File: src/rtl/digipot_pkg.sv
package digipot_pkg;
  localparam int FRAME_W  = 16;
  localparam int CODE_W   = 8;
  localparam int CNT_W    = $clog2(FRAME_W);
  localparam int OP_LSB   = 12;
  localparam int SEL_LSB  = 8;
  localparam int SEL_W    = 2;
  localparam logic [CODE_W-1:0] MID_CODE = 8'h80;

  typedef enum logic [1:0] {
    OP_IDLE0 = 2'b00,
    OP_WRITE = 2'b01,
    OP_SHUT  = 2'b10,
    OP_IDLE3 = 2'b11
  } op_e;

  function automatic op_e frame_op(input logic [FRAME_W-1:0] f);
    return op_e'(f[OP_LSB +: 2]);
  endfunction

  function automatic logic [SEL_W-1:0] frame_sel(input logic [FRAME_W-1:0] f);
    return f[SEL_LSB +: SEL_W];
  endfunction

  function automatic logic [CODE_W-1:0] frame_code(input logic [FRAME_W-1:0] f);
    return f[CODE_W-1:0];
  endfunction

  // a frame counts only after a non-zero whole number of words
  function automatic logic len_ok(input logic seen, input logic [CNT_W-1:0] cnt);
    return seen && (cnt == '0);
  endfunction
endpackage

File: src/rtl/serial_rx.sv
module serial_rx
  import digipot_pkg::*;
#(
  parameter int FW = FRAME_W,
  localparam int CW = $clog2(FW)
) (
  input  logic          clk,
  input  logic          rst_n,
  input  logic          cs_n,
  input  logic          sck,
  input  logic          si,
  output logic          so,
  output logic [FW-1:0] frame,
  output logic          commit_evt
);
  logic [1:0] cs_m, sck_m, si_m;
  logic       cs_d, sck_d;
  logic       cs_s, sck_s, si_s;
  logic       shift_evt, close_evt;
  logic [FW-1:0] shreg;
  logic [CW-1:0] bitcnt;
  logic          seen;

  always_ff @(posedge clk or negedge rst_n) begin
    if (!rst_n) begin
      cs_m  <= 2'b11;
      sck_m <= 2'b00;
      si_m  <= 2'b00;
      cs_d  <= 1'b1;
      sck_d <= 1'b0;
    end else begin
      cs_m  <= {cs_m[0], cs_n};
      sck_m <= {sck_m[0], sck};
      si_m  <= {si_m[0], si};
      cs_d  <= cs_s;
      sck_d <= sck_s;
    end
  end

  assign cs_s  = cs_m[1];
  assign sck_s = sck_m[1];
  assign si_s  = si_m[1];

  assign shift_evt  = sck_s && !sck_d && !cs_s;
  assign close_evt  = cs_s && !cs_d;
  assign commit_evt = close_evt && len_ok(seen, bitcnt);

  always_ff @(posedge clk or negedge rst_n) begin
    if (!rst_n) begin
      shreg  <= '0;
      bitcnt <= '0;
      seen   <= 1'b0;
    end else if (close_evt) begin
      bitcnt <= '0;
      seen   <= 1'b0;
    end else if (shift_evt) begin
      shreg  <= {shreg[FW-2:0], si_s};
      bitcnt <= bitcnt + 1'b1;
      seen   <= 1'b1;
    end
  end

  assign frame = shreg;
  assign so    = shreg[FW-1];


  idle_count_chk: assert property (@(posedge clk) disable iff (!rst_n)
    (cs_s && cs_d) |=> $stable(bitcnt));


  shift_only_selected_chk: assert property (@(posedge clk) disable iff (!rst_n)
    (cs_s && cs_d) |=> $stable(shreg));
endmodule

File: src/rtl/cmd_decode.sv
module cmd_decode
  import digipot_pkg::*;
#(
  parameter int NCH = 2,
  parameter int FW  = FRAME_W
) (
  input  logic [FW-1:0]     frame,
  input  logic              commit_evt,
  output logic [NCH-1:0]    wr_hit,
  output logic [NCH-1:0]    off_hit,
  output logic [CODE_W-1:0] code
);
  op_e              op;
  logic [SEL_W-1:0] sel;

  assign op   = frame_op(frame);
  assign sel  = frame_sel(frame);
  assign code = frame_code(frame);

  for (genvar i = 0; i < NCH; i++) begin : g_hit
    assign wr_hit[i]  = commit_evt && (op == OP_WRITE) && sel[i];
    assign off_hit[i] = commit_evt && (op == OP_SHUT)  && sel[i];
  end


  idle_op_chk: assert property (@(posedge commit_evt)
    (op == OP_IDLE0 || op == OP_IDLE3) |-> (wr_hit == '0 && off_hit == '0));
endmodule

File: src/rtl/wiper_chan.sv
module wiper_chan
  import digipot_pkg::*;
(
  input  logic              clk,
  input  logic              rst_n,
  input  logic              pin_rst,
  input  logic              hw_off,
  input  logic              wr_hit,
  input  logic              off_hit,
  input  logic [CODE_W-1:0] code,
  output logic [CODE_W-1:0] wiper,
  output logic              term_open
);
  logic sw_off;

  always_ff @(posedge clk or negedge rst_n) begin
    if (!rst_n) begin
      wiper  <= MID_CODE;
      sw_off <= 1'b0;
    end else if (pin_rst) begin
      wiper  <= MID_CODE;
      sw_off <= 1'b0;
    end else if (wr_hit) begin
      wiper  <= code;
      sw_off <= 1'b0;
    end else if (off_hit) begin
      sw_off <= 1'b1;
    end
  end

  assign term_open = sw_off || hw_off;


  hold_code_chk: assert property (@(posedge clk) disable iff (!rst_n)
    (!wr_hit && !pin_rst) |=> $stable(wiper));


  pin_reset_mid_chk: assert property (@(posedge clk) disable iff (!rst_n)
    pin_rst |=> (wiper == MID_CODE && !sw_off));


  write_wakes_chk: assert property (@(posedge clk) disable iff (!rst_n)
    (wr_hit && !pin_rst) |=> (wiper == $past(code) && !sw_off));


  shut_sets_chk: assert property (@(posedge clk) disable iff (!rst_n)
    (off_hit && !wr_hit && !pin_rst) |=> term_open);


  hw_force_chk: assert property (@(posedge clk) disable iff (!rst_n)
    hw_off |-> term_open);
endmodule

File: src/rtl/digipot_ctrl.sv
module digipot_ctrl
  import digipot_pkg::*;
#(
  parameter int NCH = 2,
  localparam int WCW = NCH * CODE_W
) (
  input  logic           clk,
  input  logic           rst_n,
  input  logic           cs_n,
  input  logic           sck,
  input  logic           si,
  output logic           so,
  input  logic           rs_n,
  input  logic           shdn_n,
  output logic [WCW-1:0] wiper_code,
  output logic [NCH-1:0] term_a_open
);
  logic [1:0]          rs_m, sd_m;
  logic                pin_rst, hw_off;
  logic [FRAME_W-1:0]  frame;
  logic                commit_evt;
  logic [NCH-1:0]      wr_hit, off_hit;
  logic [CODE_W-1:0]   code;

  always_ff @(posedge clk or negedge rst_n) begin
    if (!rst_n) begin
      rs_m <= 2'b11;
      sd_m <= 2'b11;
    end else begin
      rs_m <= {rs_m[0], rs_n};
      sd_m <= {sd_m[0], shdn_n};
    end
  end

  assign pin_rst = !rs_m[1];
  assign hw_off  = !sd_m[1];

  serial_rx #(.FW(FRAME_W)) u_rx (
    .clk(clk), .rst_n(rst_n), .cs_n(cs_n), .sck(sck), .si(si),
    .so(so), .frame(frame), .commit_evt(commit_evt)
  );

  cmd_decode #(.NCH(NCH), .FW(FRAME_W)) u_dec (
    .frame(frame), .commit_evt(commit_evt),
    .wr_hit(wr_hit), .off_hit(off_hit), .code(code)
  );

  for (genvar i = 0; i < NCH; i++) begin : g_chan
    wiper_chan u_chan (
      .clk(clk), .rst_n(rst_n), .pin_rst(pin_rst), .hw_off(hw_off),
      .wr_hit(wr_hit[i]), .off_hit(off_hit[i]), .code(code),
      .wiper(wiper_code[i*CODE_W +: CODE_W]), .term_open(term_a_open[i])
    );
  end


  reset_state_chk: assert property (@(posedge clk)
    !rst_n |-> (term_a_open == '0 || hw_off));
endmodule

File: config.mk
export PLATFORM = sky130hd
export DESIGN_NAME = digipot_ctrl
export DESIGN_NICKNAME = d
export VERILOG_FILES = /design/src/rtl/digipot_pkg.sv /design/src/rtl/serial_rx.sv /design/src/rtl/cmd_decode.sv /design/src/rtl/wiper_chan.sv /design/src/rtl/digipot_ctrl.sv
export SDC_FILE = /design/constraint.sdc
export NUM_CORES = 1
export LEC_CHECK = 0
export ABC_AREA = 1
export BUFFER_PORTS_ARGS = -buffer_cell sky130_fd_sc_hd__buf_2
export CORE_ASPECT_RATIO = 1.1
export CORE_MARGIN = 8
export CORE_UTILIZATION = 55
export DETAILED_ROUTE_END_ITERATION = 7
export PLACE_DENSITY_LB_ADDON = 0.15
export SETUP_SLACK_MARGIN = 0.15
export SYNTH_ARGS = -nofsm -noshare
export SYNTH_HDL_FRONTEND = slang
export SYNTH_SLANG_ARGS = --single-unit
File: constraint.sdc
create_clock -name clk -period 3.95 [get_ports clk]
set_input_delay 0.1975 -clock clk [delete_from_list [all_inputs] [get_ports clk]]
set_output_delay 0.1975 -clock clk [all_outputs]
set_load 0.01 [all_outputs]
* Yosys cells after proc, flatten, opt, wreduce, memory -nomap -nowiden
Cells that the tools add are included.
Word-level totals: register bits after elaboration 51, input port bits 7, output and inout bits 19, word-level logic and storage cells 56
Operators by class: $add $sub $neg 1, equality and inequality tests 6, muxes and demuxes 14, bitwise gates (word level) 1, reduce and logical (&&, ||, !) cells 20
Operator list (count):
- $mux W8 | 4
- $logic_and A1 B1 Y1 | 11
- $mux W1 | 8
- $mux W4 | 2
- $ne A3 B1 Y1 const B | 2
- $add A4 B1 Y4 const B | 1
- $logic_not A1 Y1 | 4
- $logic_not A4 Y1 | 1
- $ne A2 B1 Y1 const B | 2
- $eq A2 B1 Y1 const B | 1
- $eq A2 B2 Y1 const B | 1
- $logic_or A1 B1 Y1 | 2
- $reduce_and A2 Y1 | 1
- $reduce_bool A2 Y1 | 1
- $not A1 Y1 | 1

* Longest topological paths before layout
word-level depth 8, mapped depth 8, gate-level depth less buffers 8

* Hierarchy
A second synthesis with hierarchy kept.
Second synthesis, totals: cells, all modules 211, area, all modules 2093.3 µm²
By module, submodules not included:
- serial_rx | instances 1, cells an instance 109, area an instance 1109.8 µm², seq. area each 729.4 µm²
- wiper_chan | instances 2, cells an instance 39, area an instance 385.4 µm², seq. area each 226.5 µm²
- digipot_ctrl | instances 1, cells an instance 6, area an instance 112.6 µm², seq. area each 105.1 µm²
- cmd_decode | instances 1, cells an instance 18, area an instance 100.1 µm², seq. area each 0.0 µm²

* Least setup slack after synthesis
No wires, ideal clock.
path kind reg-to-reg, from register u_rx.bitcnt[0], to register g_chan[0].u_chan.sw_off, arrival 1.167 ns, data required time 3.832 ns, slack 2.666 ns, stages on the path, launching flop included 8, path buffers 0, clock period less this slack 1.284 ns, path through dfrtp_1 > inv_1 > ha_1 > nand2_1 > nor2_4 > nand4_4 > nand2_4 > nor2_1
Between the ends: word-level cells in the longest chain between the ends 7, elaborated cells between the ends (all ways) 10
Ends and longest elaborated chain:
- start: declaration | line serial_rx.sv:21 | logic [CW-1:0] bitcnt;
- start signal: assignment | line serial_rx.sv:58 | bitcnt <= bitcnt + 1'b1;
- $logic_not A4 Y1 * | line digipot_pkg.sv:31 | return seen && (cnt == '0);
- $logic_and A1 B1 Y1 * | line digipot_pkg.sv:31
- $logic_and A1 B1 Y1 * | line serial_rx.sv:46 | assign commit_evt = close_evt && len_ok(seen, bitcnt);
- $logic_and A1 B1 Y1 (2 in series) | line cmd_decode.sv:21 | assign wr_hit[i] = commit_evt && (op == OP_WRITE) && sel[i];
- $mux W1 | line wiper_chan.sv:23 | end else if (wr_hit) begin
- $mux W1 | line wiper_chan.sv:20 | end else if (pin_rst) begin
- end signal: assignment | line wiper_chan.sv:19 | sw_off <= 1'b0;
- end signal: assignment | line wiper_chan.sv:22 | sw_off <= 1'b0;
- end signal: assignment | line wiper_chan.sv:25 | sw_off <= 1'b0;
- end: declaration | line wiper_chan.sv:14 | logic sw_off;
Mark *: on every way between the ends. The rest lies on a longest branch, timed or not. A chain may end at the register's enable or synchronous reset.

* Final worst setup path
from register u_rx.bitcnt[0], to register g_chan[0].u_chan.wiper[2]
Between the ends: word-level cells in the longest chain between the ends 6
Ends and longest elaborated chain:
- $logic_not A4 Y1 | line digipot_pkg.sv:31
- $logic_and A1 B1 Y1 | line digipot_pkg.sv:31
- $logic_and A1 B1 Y1 | line serial_rx.sv:46
- $logic_and A1 B1 Y1 (2 in series) | line cmd_decode.sv:21
- $ne A2 B1 Y1 (no source line)
- end signal: assignment | line wiper_chan.sv:24 | wiper <= code;
- end: declaration | line wiper_chan.sv:11 | output logic [CODE_W-1:0] wiper,
Every way passes these cells.

==> metrics.csv <==
stage,metric,value,unit
timing,setup_viol,0,
placement,place_congestion,0.8042,
floorplanning,core-area,0.003626,mm²
layout,final_common_cell,nand2_1,
routing,wl,3580,µm
worst_setup_path,worstSetupPathType,reg -> reg,
worst_setup_path,cp_max_fo,9,
global_routing,grt_pass1_wl,6182,µm
layout,fin_nets,241,
timing,fin_skew,0.009854,ns
power_and_ir_drop,swShare,0.2719,
synthesis,syn-num-nets,212,
status,outcome,finished clean,
worst_setup_path,cpMostUsedCell,nand2_1,
worst_setup_path,r2r_setup_slack,2.49,ns
timing,post-route-min-period,1.464,ns
power_and_ir_drop,p_comb_frac,0.159,
global_routing,grt_max_degree,52,
worst_setup_path,critPathSlowestCell,dfrtp_1,
run,cap_violations,0,
worst_setup_path,slowest_delay,0.43,ns
routing,drt_pass1_iterations,4,
floorplanning,dieArea,0.005955,mm²
global_routing,grt.overflow.total,0,
hold_path,min_path_type,in -> async,
clocking,clk_pin_slew,0.09,ns
worst_setup_path,crit_chain,inv_1 -> ha_1 -> nand2_1 -> nor2_4 -> nand4_4 -> nand2_4 -> nand2_1 -> nand2_1,
placement,io_buffers,25,
routing,vias,1403,
layout,layout_common_cells,"nand2_1, dfrtp_1, buf_2",
routing,antenna_left,0,
floorplanning,rows,23,
timing,rsz0062_at_grt,false,
timing,fmaxAchievable,683.1,MHz
timing,max_slew_margin,0.2881,
routing,drc,0,
floorplanning,initial_core_util,0.5673,
synthesis,yosysTopAreaCell,dfrtp_1,
routing,wire_per_inst,12.65,µm
routing,drtIter0Drc,78,
worst_setup_path,worst_ep_required_time,4.19,ns
placement,post-dp-hpwl,2502,µm
power_and_ir_drop,switching_power,0.3316,mW
timing,hold_violations,0,
synthesis,yosys.cell_types.count,26,
timing,tns,0,ns
power_and_ir_drop,power_density,515.2,mW/mm²
clocking,cts_root_buffer,clkbuf_8,
clocking,clock_latency,0.30,ns
worst_setup_path,cp.arrival,1.71,ns
synthesis,synthTopCellsByArea,"dfrtp_1, dfstp_2, nand2_1, nand3_1, inv_1",
synthesis,synth.avg_cell_area,10.13,µm²
power_and_ir_drop,leakage,1.271,nW
timing,worst_pin_slew,1.068,ns
worst_setup_path,endpoint_kind,register,
power_and_ir_drop,clkPwrFrac,0.298,
layout,drive_gt1_frac,0.2361,
global_routing,grt_usage,0.1338,
floorplanning,fp.dieW,74.31,µm
clocking,clock-sinks,51,
clocking,htreeDepth,2,
power_and_ir_drop,pwr-share-seq,0.543,
clocking,clock_path_buffers,2,
global_routing,first_global_vias,1422,
layout,antenna_cells,0,
timing,finalCritPeriodShare,0.3706,
synthesis,ys_seq_elements,51,
synthesis,netlist_area,0.002057,mm²
synthesis,synth_cells,203,
timing,slew_viol_final,0,
clocking,numCtsBuffers,5,
global_routing,antenna_found_initial,0,
floorplanning,pin_count,26,
layout,area_growth,15.09,%
routing,avgViaCountPerCell,4.958,
floorplanning,fp.dieH,80.14,µm
worst_setup_path,start_kind,register,
power_and_ir_drop,irDropWorstVdd,0.3001,mV
timing,whs,0.08833,ns
synthesis,yosysTopAreaCellShare,0.5109,
synthesis,yosysSeqAreaShare,0.6259,
clocking,cts_tree,built,
synthesis,ys_warn_count,0,
power_and_ir_drop,internal-power,0.8879,mW
repair_timing:
item	CTS	global route
buffers inserted	0	0
endpoints found under the hold margin	5	0
hold buffers	5	0
resized for setup	0	0
sequential cells by signal (all words and copies together), names as in the netlist:
name and cells:
u_rx.frame 16, sd_m 2, u_rx.cs_d 1, u_rx.cs_m 2
u_rx.sck_d 1, rs_m 2, u_rx.bitcnt 4, u_rx.seen 1
g_chan.u_chan.wiper 16, g_chan.u_chan.sw_off 2, u_rx.sck_m 2, u_rx.si_m 2
synth_stat cells:
library cell,instances
buf_2,3
mux2_1,3
nand2_2,1
nand2_4,2
nor3_1,2
nor2_4,2
dfstp_2,9
o21ai_1,8
buf_4,3
xnor2_1,1
nor2_1,11
nand4_1,2
nand4_4,2
buf_1,1
ha_1,2
inv_1,20
inv_2,4
a21oi_1,6
nand3_1,19
nor2_2,1
o21ai_0,1
nand2_1,55
nand3b_4,1
clkbuf_1,1
dfrtp_1,42
o22ai_1,1
worst max-delay path, delay by kind of cell, from the launching register on:
| family | cells | cell delay, ns |
|---|---|---|
| DFF | 1 | 0.43 |
| buffers and inverters | 1 | 0.08 |
| adders and majority gates | 1 | 0.14 |
| and+or+nand+nor | 6 | 0.77 |
kinds of logic after synthesis:
| kind of cell | Yosys count | share of synthesized area |
|---|---|---|
| multiplexers | 3 | 0.01642 |
| AND/OR/NAND/NOR | 98 | 0.2360 |
| XOR/XNOR | 1 | 0.004259 |
| flip-flops | 51 | 0.6259 |
| adder cells (fa/ha/maj) | 2 | 0.01216 |
| buffers and inverters | 32 | 0.06568 |
| AO/OA/AOI/OAI | 16 | 0.03954 |
final cells by class:
cell class | count | area, µm²
sequential | 51 | 1287
fill | 318 | 1259
multi-input combinational | 120 | 634.4
timing repair buffer | 30 | 175.2
inverter | 24 | 90.09
clock buffer | 6 | 82.58
tap | 50 | 62.56
clock inverter | 2 | 35.03
final timing paths:
path                                            startpoint                                    end  cells after the start
worst max-delay path            u_rx.bitcnt[0]$_DFFE_PN0P_  g_chan[0].u_chan.wiper[2]$_DFFE_PN0P_                      8
worst min-delay path                                 rst_n  g_chan[0].u_chan.wiper[5]$_DFFE_PN0P_                      1
worst max register to register  u_rx.bitcnt[0]$_DFFE_PN0P_  g_chan[0].u_chan.wiper[2]$_DFFE_PN0P_                      8
worst min register to register           sd_m[0]$_DFF_PN1_                      sd_m[1]$_DFF_PN1_                      0
max in group asynchronous                            rst_n                 u_rx.si_m[1]$_DFF_PN0_                      1
min in group clk                         sd_m[0]$_DFF_PN1_                      sd_m[1]$_DFF_PN1_                      0
through the flow:
| step | std cells | area (µm²) | utilization | setup slack [ns] | power [mW] |
|---|---|---|---|---|---|
| finish | 283 | 2367 | 0.6529 | 2.486 | 1.220 |
| global placement | 270 | 2200 | 0.6066 | 2.526 | 0.8564 |
| global route | 283 | 2367 | 0.6529 | 2.362 | 1.293 |
| detailed placement | 270 | 2200 | 0.6066 | 2.481 | 0.8673 |
| CTS | 283 | 2367 | 0.6529 | 2.465 | 1.238 |
| floorplan | 203 | 2057 | - | 2.666 | 0.7905 |
metal layers:
| metal | up-vias | share of wire | global-route usage |
|---|---|---|---|
| li1 | 689 | - | - |
| met5 | - | 0 | 0 |
| met4 | 0 | 0.011 | 0.04510 |
| met1 | 673 | 0.43 | 0.1493 |
| met3 | 5 | 0.072 | 0.05106 |
| met2 | 36 | 0.49 | 0.2271 |
power by group through the flow:
stage               registers, mW  logic, mW  clock network, mW
global placement            0.668      0.188                  0
CTS                         0.663      0.199              0.376
finish                      0.662      0.194              0.363
floorplan                   0.671      0.119                  0
detailed placement          0.673      0.194                  0
global route                0.674      0.224              0.395
Power figures use the tool's default switching activity.
